==> src/rtl/ramp_drv_pkg.sv <==
package ramp_drv_pkg;

    typedef enum logic [2:0] {
        ST_IDLE,
        ST_HOLD,
        ST_RAMP,
        ST_DONE,
        ST_TEST
    } drv_state_t;

    localparam logic [1:0] CMD_IDLE = 2'b00;
    localparam logic [1:0] CMD_HOLD = 2'b01;
    localparam logic [1:0] CMD_RAMP = 2'b10;
    localparam logic [1:0] CMD_TEST = 2'b11;

endpackage

==> src/rtl/therm_encoder.sv <==
module therm_encoder #(
    parameter int BIN_W = 6
) (
    input  logic [BIN_W-1:0]        bin_i,
    output logic [(1<<BIN_W)-2:0]   therm_o
);
    localparam int TW = (1 << BIN_W) - 1;

    // Each unit switch closes when the field value exceeds its index.
    for (genvar i = 0; i < TW; i++) begin : g_unit
        assign therm_o[i] = (bin_i > BIN_W'(i));
    end
endmodule

==> src/rtl/ramp_code_gen.sv <==
module ramp_code_gen
    import ramp_drv_pkg::*;
#(
    parameter int CODE_W = 12,
    parameter int CRS_W  = 3,
    parameter int CNT_W  = 10,
    parameter int EXT    = 64
) (
    input  logic                clk,
    input  logic                rst_n,
    input  logic [1:0]          cmd_i,
    input  logic [CNT_W-1:0]    count_i,
    input  logic [CRS_W-1:0]    test_idx_i,
    output drv_state_t          state_o,
    output logic [CODE_W-1:0]   code_o,
    output logic                active_o
);
    localparam int Q       = CODE_W - CRS_W;
    localparam int SUM_W   = CODE_W + 1;
    localparam int FULL    = (1 << CODE_W) - 1;
    localparam int TOP_REF = ((1 << CRS_W) - 1) << Q;
    localparam int START   = TOP_REF - EXT;

    drv_state_t        state_q, state_d;
    logic [SUM_W-1:0]  sum;
    logic [CODE_W-1:0] test_code;

    assign sum       = SUM_W'(START) + SUM_W'(count_i);
    assign test_code = {test_idx_i, 1'b1, {(Q-1){1'b0}}};

    // Next-state selection
    always_comb begin
        state_d = state_q;
        unique case (cmd_i)
            CMD_IDLE: state_d = ST_IDLE;
            CMD_HOLD: state_d = ST_HOLD;
            CMD_TEST: state_d = ST_TEST;
            CMD_RAMP: begin
                if (state_q == ST_DONE || sum >= SUM_W'(FULL))
                    state_d = ST_DONE;
                else
                    state_d = ST_RAMP;
            end
            default:  state_d = ST_IDLE;
        endcase
    end

    // State register
    always_ff @(posedge clk) begin
        if (!rst_n) state_q <= ST_IDLE;
        else        state_q <= state_d;
    end

    // Code and flag for the state being entered
    always_comb begin
        code_o   = '0;
        active_o = 1'b0;
        unique case (state_d)
            ST_IDLE: code_o = '0;
            ST_HOLD: code_o = CODE_W'(FULL);
            ST_DONE: code_o = CODE_W'(FULL);
            ST_RAMP: begin
                code_o   = sum[CODE_W-1:0];
                active_o = 1'b1;
            end
            ST_TEST: code_o = test_code;
            default: code_o = '0;
        endcase
    end

    assign state_o = state_q;


    done_sticky_chk: assert property (@(posedge clk) disable iff (!rst_n)
        (state_q == ST_DONE && cmd_i == CMD_RAMP) |=> (state_q == ST_DONE));

endmodule

==> src/rtl/ramp_switch_driver.sv <==
module ramp_switch_driver
    import ramp_drv_pkg::*;
#(
    parameter int LSB_W = 6,
    parameter int MSB_W = 6,
    parameter int CRS_W = 3,
    parameter int CNT_W = 10,
    parameter int EXT   = 64
) (
    input  logic                        clk,
    input  logic                        rst_n,
    input  logic [1:0]                  cmd_i,
    input  logic [CNT_W-1:0]            count_i,
    input  logic [CRS_W-1:0]            test_idx_i,
    output logic [(1<<LSB_W)-2:0]       lsb_sw_o,
    output logic [(1<<MSB_W)-2:0]       msb_sw_o,
    output logic                        ramp_active_o
);
    localparam int CODE_W = LSB_W + MSB_W;
    localparam int LTW    = (1 << LSB_W) - 1;
    localparam int MTW    = (1 << MSB_W) - 1;

    drv_state_t         state;
    logic [CODE_W-1:0]  code_d, code_q;
    logic               active_d;
    logic [LTW-1:0]     lsb_d;
    logic [MTW-1:0]     msb_d;

    ramp_code_gen #(
        .CODE_W (CODE_W),
        .CRS_W  (CRS_W),
        .CNT_W  (CNT_W),
        .EXT    (EXT)
    ) u_gen (
        .clk        (clk),
        .rst_n      (rst_n),
        .cmd_i      (cmd_i),
        .count_i    (count_i),
        .test_idx_i (test_idx_i),
        .state_o    (state),
        .code_o     (code_d),
        .active_o   (active_d)
    );

    therm_encoder #(.BIN_W(LSB_W)) u_lsb_enc (
        .bin_i   (code_d[LSB_W-1:0]),
        .therm_o (lsb_d)
    );

    therm_encoder #(.BIN_W(MSB_W)) u_msb_enc (
        .bin_i   (code_d[CODE_W-1:LSB_W]),
        .therm_o (msb_d)
    );

    // All switches update together on one edge
    always_ff @(posedge clk) begin
        if (!rst_n) begin
            lsb_sw_o      <= '0;
            msb_sw_o      <= '0;
            ramp_active_o <= 1'b0;
            code_q        <= '0;
        end else begin
            lsb_sw_o      <= lsb_d;
            msb_sw_o      <= msb_d;
            ramp_active_o <= active_d;
            code_q        <= code_d;
        end
    end


    therm_form_chk: assert property (@(posedge clk) disable iff (!rst_n)
        ((lsb_sw_o & (lsb_sw_o + LTW'(1))) == '0) &&
        ((msb_sw_o & (msb_sw_o + MTW'(1))) == '0));


    idle_off_chk: assert property (@(posedge clk) disable iff (!rst_n)
        (state == ST_IDLE) |-> (lsb_sw_o == '0 && msb_sw_o == '0));


    hold_full_chk: assert property (@(posedge clk) disable iff (!rst_n)
        (state == ST_HOLD) |-> ((&lsb_sw_o) && (&msb_sw_o) && !ramp_active_o));


    active_state_chk: assert property (@(posedge clk) disable iff (!rst_n)
        ramp_active_o |-> (state == ST_RAMP));


    unit_step_chk: assert property (@(posedge clk) disable iff (!rst_n)
        ({1'b0, code_q} == {1'b0, $past(code_q)} + (CODE_W+1)'(1)) |->
        ((($countones(lsb_sw_o ^ $past(lsb_sw_o)) == 1) && $stable(msb_sw_o)) ||
         ((&$past(lsb_sw_o)) && lsb_sw_o == '0 &&
          ($countones(msb_sw_o ^ $past(msb_sw_o)) == 1))));

endmodule

==> config.mk <==
export PLATFORM = sky130hd
export DESIGN_NAME = ramp_switch_driver
export DESIGN_NICKNAME = d
export VERILOG_FILES = /design/src/rtl/ramp_drv_pkg.sv /design/src/rtl/therm_encoder.sv /design/src/rtl/ramp_code_gen.sv /design/src/rtl/ramp_switch_driver.sv
export SDC_FILE = /design/constraint.sdc
export NUM_CORES = 1
export LEC_CHECK = 0
export BUFFER_PORTS_ARGS = -buffer_cell sky130_fd_sc_hd__buf_2
export CAP_MARGIN = 20
export CORE_AREA = 4 4 135 98
export DETAILED_ROUTE_END_ITERATION = 10
export DIE_AREA = 0 0 139 102
export SLEW_MARGIN = 20
export SYNTH_ARGS = -nofsm -noshare
export SYNTH_HDL_FRONTEND = slang
export SYNTH_SLANG_ARGS = --single-unit
==> constraint.sdc <==
create_clock -name clk -period 6.3 [get_ports clk]
set_input_delay 0.63 -clock clk [delete_from_list [all_inputs] [get_ports clk]]
set_output_delay 0.63 -clock clk [all_outputs]
set_load 0.1 [all_outputs]
==> Yosys cells after proc, flatten, opt, wreduce, memory -nomap -nowiden <==
Index checks and enable logic that the tools add are counted.
{ "word_totals": {"ff_bits": 130, "in_bits": 17, "out_inout_bits": 127, "elab_cells": 147} }
{ "classes": {"addsub": 1, "magnitude_cmp": 127, "eq_ne": 8, "muxes": 4, "n_reduce_logical": 3} }
{ "op_table": {"columns": ["operator", "count"], "rows": [
  ["$gt 6x6->1 const B", 62],
  ["$gt 6x5->1 const B", 32],
  ["$gt 6x4->1 const B", 16],
  ["$gt 6x3->1 const B", 8],
  ["$pmux 12 s3", 1],
  ["$gt 6x1->1 const B", 4],
  ["$gt 6x2->1 const B", 4],
  ["$add 12x10->13 const A", 1],
  ["$ge 13x12->1 const B", 1],
  ["$pmux 3 s4", 1],
  ["$eq 3x2->1 const B", 3],
  ["$eq 2x2->1 const B", 2],
  ["$eq 3x1->1 const B", 1],
  ["$eq 3x3->1 const B", 1],
  ["$eq 2x1->1 const B", 1],
  ["$logic_not 2->1", 1],
  ["$mux 1", 2],
  ["$reduce_or 2->1", 1],
  ["$logic_or 1x1->1", 1]
]} }

==> Logic depth before layout (Yosys ltp) <==
{ "depth": {"ltp_word": 9, "ltp_mapped": 9, "depth_no_buf": 7} }

==> Cells and area by module <==
From an unflattened synthesis, not the netlist that was laid out.
{ "unflattened": {"cells_unflattened": 537, "area_unflattened_um2": 5165.0} }
{ "by_module_without_submodules": {"columns": ["module", "n_inst", "cells_per_inst", "area_each_um2", "seq_area_each_um2"], "rows": [
  ["ramp_switch_driver", 1, 268, 3510.9, 2542.4],
  ["therm_encoder", 2, 109, 635.6, 0.0],
  ["ramp_code_gen", 1, 51, 382.9, 60.1]
]} }

==> Worst setup path after synthesis <==
Ideal clock, no wire load.
{ "synth_timing": {"path_kind": "input to register", "startpoint": "input port count_i[6]", "endpoint": "register msb_sw_o[51]", "setup_ns": 0.123, "t_arrival_ns": 2.322, "t_required_ns": 6.177, "slack_ns": 3.855, "stages": 8, "n_path_buf": 1, "cell_sequence": "inv_1 ha_1 nor2_1 o2111ai_2 o211a_1 o31ai_4 buf_2 nor2_1"} }
{ "synth_between": {"elab_chain_cells": 9, "word_cells_on_any_way": 12, "cone_classes": "add/sub: 1; order compare: 2; eq/ne: 4; mux: 3; reduce/logical: 2"} }
{ "synth_lines": {"columns": ["item", "line", "rtl"], "rows": [
  ["start: declaration", "ramp_switch_driver.sv:13", "input logic [CNT_W-1:0] count_i,"],
  ["$add 12x10->13 *", "ramp_code_gen.sv:28", "assign sum = SUM_W'(START) + SUM_W'(count_i);"],
  ["$ge 13x12->1", "ramp_code_gen.sv:39", "if (state_q == ST_DONE || sum >= SUM_W'(FULL))"],
  ["$logic_or 1x1->1", "ramp_code_gen.sv:39", null],
  ["$mux 1", "ramp_code_gen.sv:39", null],
  ["$pmux 3 s4", "ramp_code_gen.sv:34", "unique case (cmd_i)"],
  ["$eq 3x1->1 or $eq 3x2->1 (tied branches)", "ramp_code_gen.sv:58", "unique case (state_d)"],
  ["$reduce_or 2->1 (no source line)", null, null],
  ["$pmux 12 s3 *", "ramp_code_gen.sv:58", null],
  ["$gt 6x6->1 *", "therm_encoder.sv:11", "assign therm_o[i] = (bin_i > BIN_W'(i));"],
  ["end signal: assignment", "ramp_switch_driver.sv:64", "msb_sw_o <= msb_d;"],
  ["end: declaration", "ramp_switch_driver.sv:16", "output logic [(1<<MSB_W)-2:0] msb_sw_o,"]
]} }
Every way passes the cells marked *; elsewhere a longest branch is shown, timed or not.
A chain may end at the register's enable or synchronous reset.

==> Worst setup path after layout <==
{ "layout_timing": {"startpoint": "input port count_i[6]", "endpoint": "register lsb_sw_o[62]"} }
{ "layout_between": {"elab_chain_cells": 9, "word_cells_on_any_way": 12, "cone_classes": "add/sub: 1; order compare: 2; eq/ne: 4; mux: 3; reduce/logical: 2"} }
{ "layout_lines": {"columns": ["item", "line", "rtl"], "rows": [
  ["$add 12x10->13 *", "ramp_code_gen.sv:28", null],
  ["$ge 13x12->1 *", "ramp_code_gen.sv:39", null],
  ["$logic_or 1x1->1 *", "ramp_code_gen.sv:39", null],
  ["$mux 1 *", "ramp_code_gen.sv:39", null],
  ["$pmux 3 s4 *", "ramp_code_gen.sv:34", null],
  ["$eq 3x1->1 or $eq 3x2->1 (tied branches)", "ramp_code_gen.sv:58", null],
  ["$reduce_or 2->1 (no source line)", null, null],
  ["$pmux 12 s3 *", "ramp_code_gen.sv:58", null],
  ["$gt 6x6->1 *", "therm_encoder.sv:11", null],
  ["end signal: assignment", "ramp_switch_driver.sv:63", "lsb_sw_o <= lsb_d;"],
  ["end: declaration", "ramp_switch_driver.sv:15", "output logic [(1<<LSB_W)-2:0] lsb_sw_o,"]
]} }
Marks and branches as above.

==> results.md <==
| Step | Quantity | Reported |
|---|---|---|
| status | Outcome | completed |
| timing | Fin Setup TNS | 0 ps |
| global route | Antenna violations before repair | 0 |
| critical path | Start-to-end type of the worst setup path | primary input to flop |
| die | Die span in y | 102 um |
| routing | Iteration-0 DRC count of the detailed router | 349 |
| synth | Area fraction of the dominant cell type after synthesis | 0.5572 |
| timing | Number of pins with negative max-slew slack in the final report | 0 |
| cts | H-tree depth reported by CTS | 4 |
| critical path | Startpoint kind of the worst setup timing path | primary input |
| placement | Worst setup slack after placement | 2899 ps |
| synth | Synth async-reset ratio | 0 |
| synth | Post-synthesis instance total | 487 |
| min path | HP Class | primary input to flop |
| power and ir drop | Switching share of power | 0.3948 |
| synth | Basic-gate share of the synthesized area counting and, or, nand and nor cells | 0.1256 |
| cts | Number of clock buffers inserted by TritonCTS | 17 |
| die | Die span in x | 139 um |
| power and ir drop | Pwr Density | 442.0 nW/um^2 |
| die | Die area | 14180 sq um |
| cts | Post-CTS resize count | 0 |
| power and ir drop | Net switching component of the power | 1054 uW |
| synth | Post-synthesis sequential area ratio | 0.5572 |
| routing | Detail Route Antenna Nets | 0 |
| finish | Most frequent cells in the layout | buf_2, dfxtp_1, a21oi_1 |
| cts | Clock tree root buffer cell | clkbuf_16 |
| critical path | Worst setup EP type | flop |
| synth | Number of enable-type register cells in the synthesized netlist | 0 |
| placement | Weighted congestion reported at the end of routability-driven placement | 0.9029 |
| power and ir drop | Sequential share of power | 0.341 |
| power and ir drop | Worst VDD drop | 226.8 uV |
| die | I/O pin count | 144 |
| timing | Post-route worst setup slack | 3444 ps |
| finish | Multi-input combinational cell area | 1794 sq um |
| synth | Cell type with the largest total area after synthesis | dfxtp_1 |
| cts | Clock tree from TritonCTS | yes |
| finish | Fillcell total | 1181 |
| finish | Ratio of cells with drive above 1 in the final layout | 0.3120 |
| cts | Clock sinks | 130 |
| cts | Clock Path Buffers | 2 |
| timing | Final Critical Period | 2856 ps |
| timing | Setup clock skew after layout | 3.086 ps |
| critical path | Arrival time reported for the critical path endpoint | 3150 ps |
| timing | Final period util | 0.4533 |
| power and ir drop | Internal power | 1615 uW |
| cts | Number of buffers inserted for hold repair after clock tree synthesis | 0 |
| placement | Half-perimeter wire length of the detailed placement result | 9.202 mm |
| timing | Final Setup Violations | 0 |
| synth | Xor/xnor cell area share of the yosys netlist | 0.007501 |
| timing | Maximum clock frequency | 350.2 MHz |
| die | Number of placement rows | 34 |
| routing | Number of vias in the routed layout | 4048 |
| power and ir drop | Power consumption | 2669 uW |
| finish | Relative area change from synthesis to final layout | 29.28% |
| min path | Worst hold path depth | 3 |
| global route | Largest net degree at the start of global routing | 47 |
| power and ir drop | Leakage dissipation | 0.002865 uW |
| finish | Seq. cell area | 2603 sq um |
| timing | Transition time of the tightest slew-check pin | 986.2 ps |
| flow run | Number of max-capacitance violations reported | 0 |
| synth | Main combinational cell family by area after synthesis | compound AO/OA/AOI/OAI gates |
| synth | Share of synthesized cell area in full adder, half adder and majority cells | 0.005358 |
| finish | Total number of nets in the final design | 631 |
| global route | Residual overflow from global routing | 0 |
| synth | Most frequently used flop master after synthesis | dfxtp_1 |
| finish | Diodes inserted | 0 |
| routing | Number of optimization iterations in the first detailed-route pass | 5 |
| critical path | Reg2reg path depth | 6 |
| critical path | Critical-path maximum fanout | 34 |
| routing | Final routed wire length divided by cell count | 16.95 um |
| synth | Total of flip-flops plus latches after synthesis | 130 |
| finish | Post-Route Utilization | 0.4998 |
| timing | Post-Route Hold Slack | 565.0 ps |
| synth | Compound-cell area share of the yosys netlist | 0.2398 |
| cts | Clock Pin Slew Worst Setup and Hold Paths | 60 ps |
| synth | Area of the mapped netlist | 4671 sq um |
| routing | Final routed DRC violation total | 0 |
| cts | Number of buffers added for setup after CTS | 0 |
| power and ir drop | Part of the total power dissipated in combinational logic | 0.283 |
| power and ir drop | Clock network fraction of design power | 0.376 |
| synth | Multiplexer area fraction after synthesis | 0.004286 |
| synth | Top cells by area in the synthesized netlist | dfxtp_1, a21oi_1, nor2_1 |
| timing | Final Hold Vio Count | 0 |
| global route | GRT Util Overall | 0.1858 |
| finish | Most common cell after layout, fill and taps aside | buf_2 |
| placement | Number of port buffers | 143 |
| global route | Vias in the first global route | 3905 |
| synth | Net count of the mapped netlist | 506 |
| cts | Source-to-sink clock delay at the later pin of the worst-skew pair | 410 ps |
| synth | Total of warnings raised by yosys | 0 |
| die | Effective utilization at floorplan | 0.3866 |
| synth | Mean area per synthesized cell | 9.591 sq um |
| timing | Rel. slew slack | 0.3389 |
| timing | Unrepaired setup endpoints after global routing | false |
| routing | Via density per instance | 5.144 |
| critical path | Worst EP required | 6590 ps |
| synth | Number of different library cells in the post-synthesis netlist | 60 |
| routing | Final wirelength | 13.34 mm |
| critical path | R2R setup slack | 3820 ps |
| die | Area of the core | 12080 sq um |
| global route | First-pass GRT wire length | 20.84 mm |
critical path: stages:
cell and delay [ps]:
buf_2 150, inv_1 90, ha_1 230, xor2_1 310, o2111ai_2 290, o22ai_4 490, buf_4 420, nand2_1 290
o21ai_0 250
logic make-up (layout without fill, tap and decap cells):
logic type      Yosys count  count (layout)
compound gates          161             161
xor+xnor                  4               4
fa+ha+maj                 2               2
buf+inv                  67             205
flops                   130             130
mux                       2               2
simple gates            121             121
area by class of cell:
class,count,share of cell area
sequential,130,0.4310
multi-input combinational,290,0.2971
timing repair buffer,144,0.1198
clock buffer,17,0.07045
tap,162,0.03357
clock inverter,15,0.03005
inverter,29,0.01803
metrics by stage:
stage | instances | instance area [sq um]
after floorplan | 487 | 4671
after global placement | 755 | 5426
after detailed placement | 755 | 5426
after CTS | 787 | 6033
after global routing | 787 | 6038
final | 787 | 6038
power by group through the flow:
| stage | logic [uW] | clock network, uW | registers [uW] |
|---|---|---|---|
| 4_1_cts | 754 | 1020 | 911 |
| 3_5_place_dp | 752 | 0 | 927 |
| 3_3_place_gp | 748 | 0 | 928 |
| 5_1_grt | 782 | 1060 | 916 |
| 6_report | 755 | 1000 | 910 |
| 2_1_floorplan | 135 | 0 | 1430 |
path summary, 6_finish.rpt:
check | startpoint | to
worst min register to register | u_gen.state_o[1] | lsb_sw_o[40]
worst max register to register | u_gen.state_o[2] | lsb_sw_o[41]
worst max-delay path | count_i[6] | lsb_sw_o[62]
worst min-delay path | test_idx_i[1] | msb_sw_o[20]
synth_stat cells, types with 3 or more instances:
| master | n |
|---|---|
| nand2_1 | 30 |
| buf_2 | 12 |
| o31ai_1 | 3 |
| o21ai_1 | 4 |
| dfxtp_1 | 130 |
| and3_1 | 3 |
| o21a_1 | 10 |
| and2_1 | 8 |
| inv_1 | 26 |
| clkbuf_1 | 24 |
| nor2_1 | 36 |
| nor4_1 | 3 |
| xor2_1 | 3 |
| nand3_1 | 8 |
| o211a_1 | 4 |
| a31oi_1 | 12 |
| a21oi_1 | 57 |
| a21o_1 | 5 |
| a2111oi_0 | 3 |
| o21ai_0 | 26 |
| or2_2 | 5 |
| a211o_1 | 3 |
| or4_1 | 5 |
| a211oi_1 | 9 |
| nor3_1 | 11 |
routing by layer:
| metal | global-route usage | part of all wire | up-vias |
|---|---|---|---|
| li1 | - | - | 1962 |
| met1 | 0.2629 | 0.47 | 1857 |
| met2 | 0.2618 | 0.41 | 208 |
| met3 | 0.06548 | 0.10 | 21 |
| met4 | 0.06767 | 0.012 | 0 |
| met5 | 0 | 0 | - |
flip-flops by register name, indices dropped and copies added, names as in the netlist:
name / count
lsb_sw_o: 63
msb_sw_o: 63
ramp_active_o: 1
u_gen.state_o: 3
No activity file was read; power rests on OpenSTA's default activity.
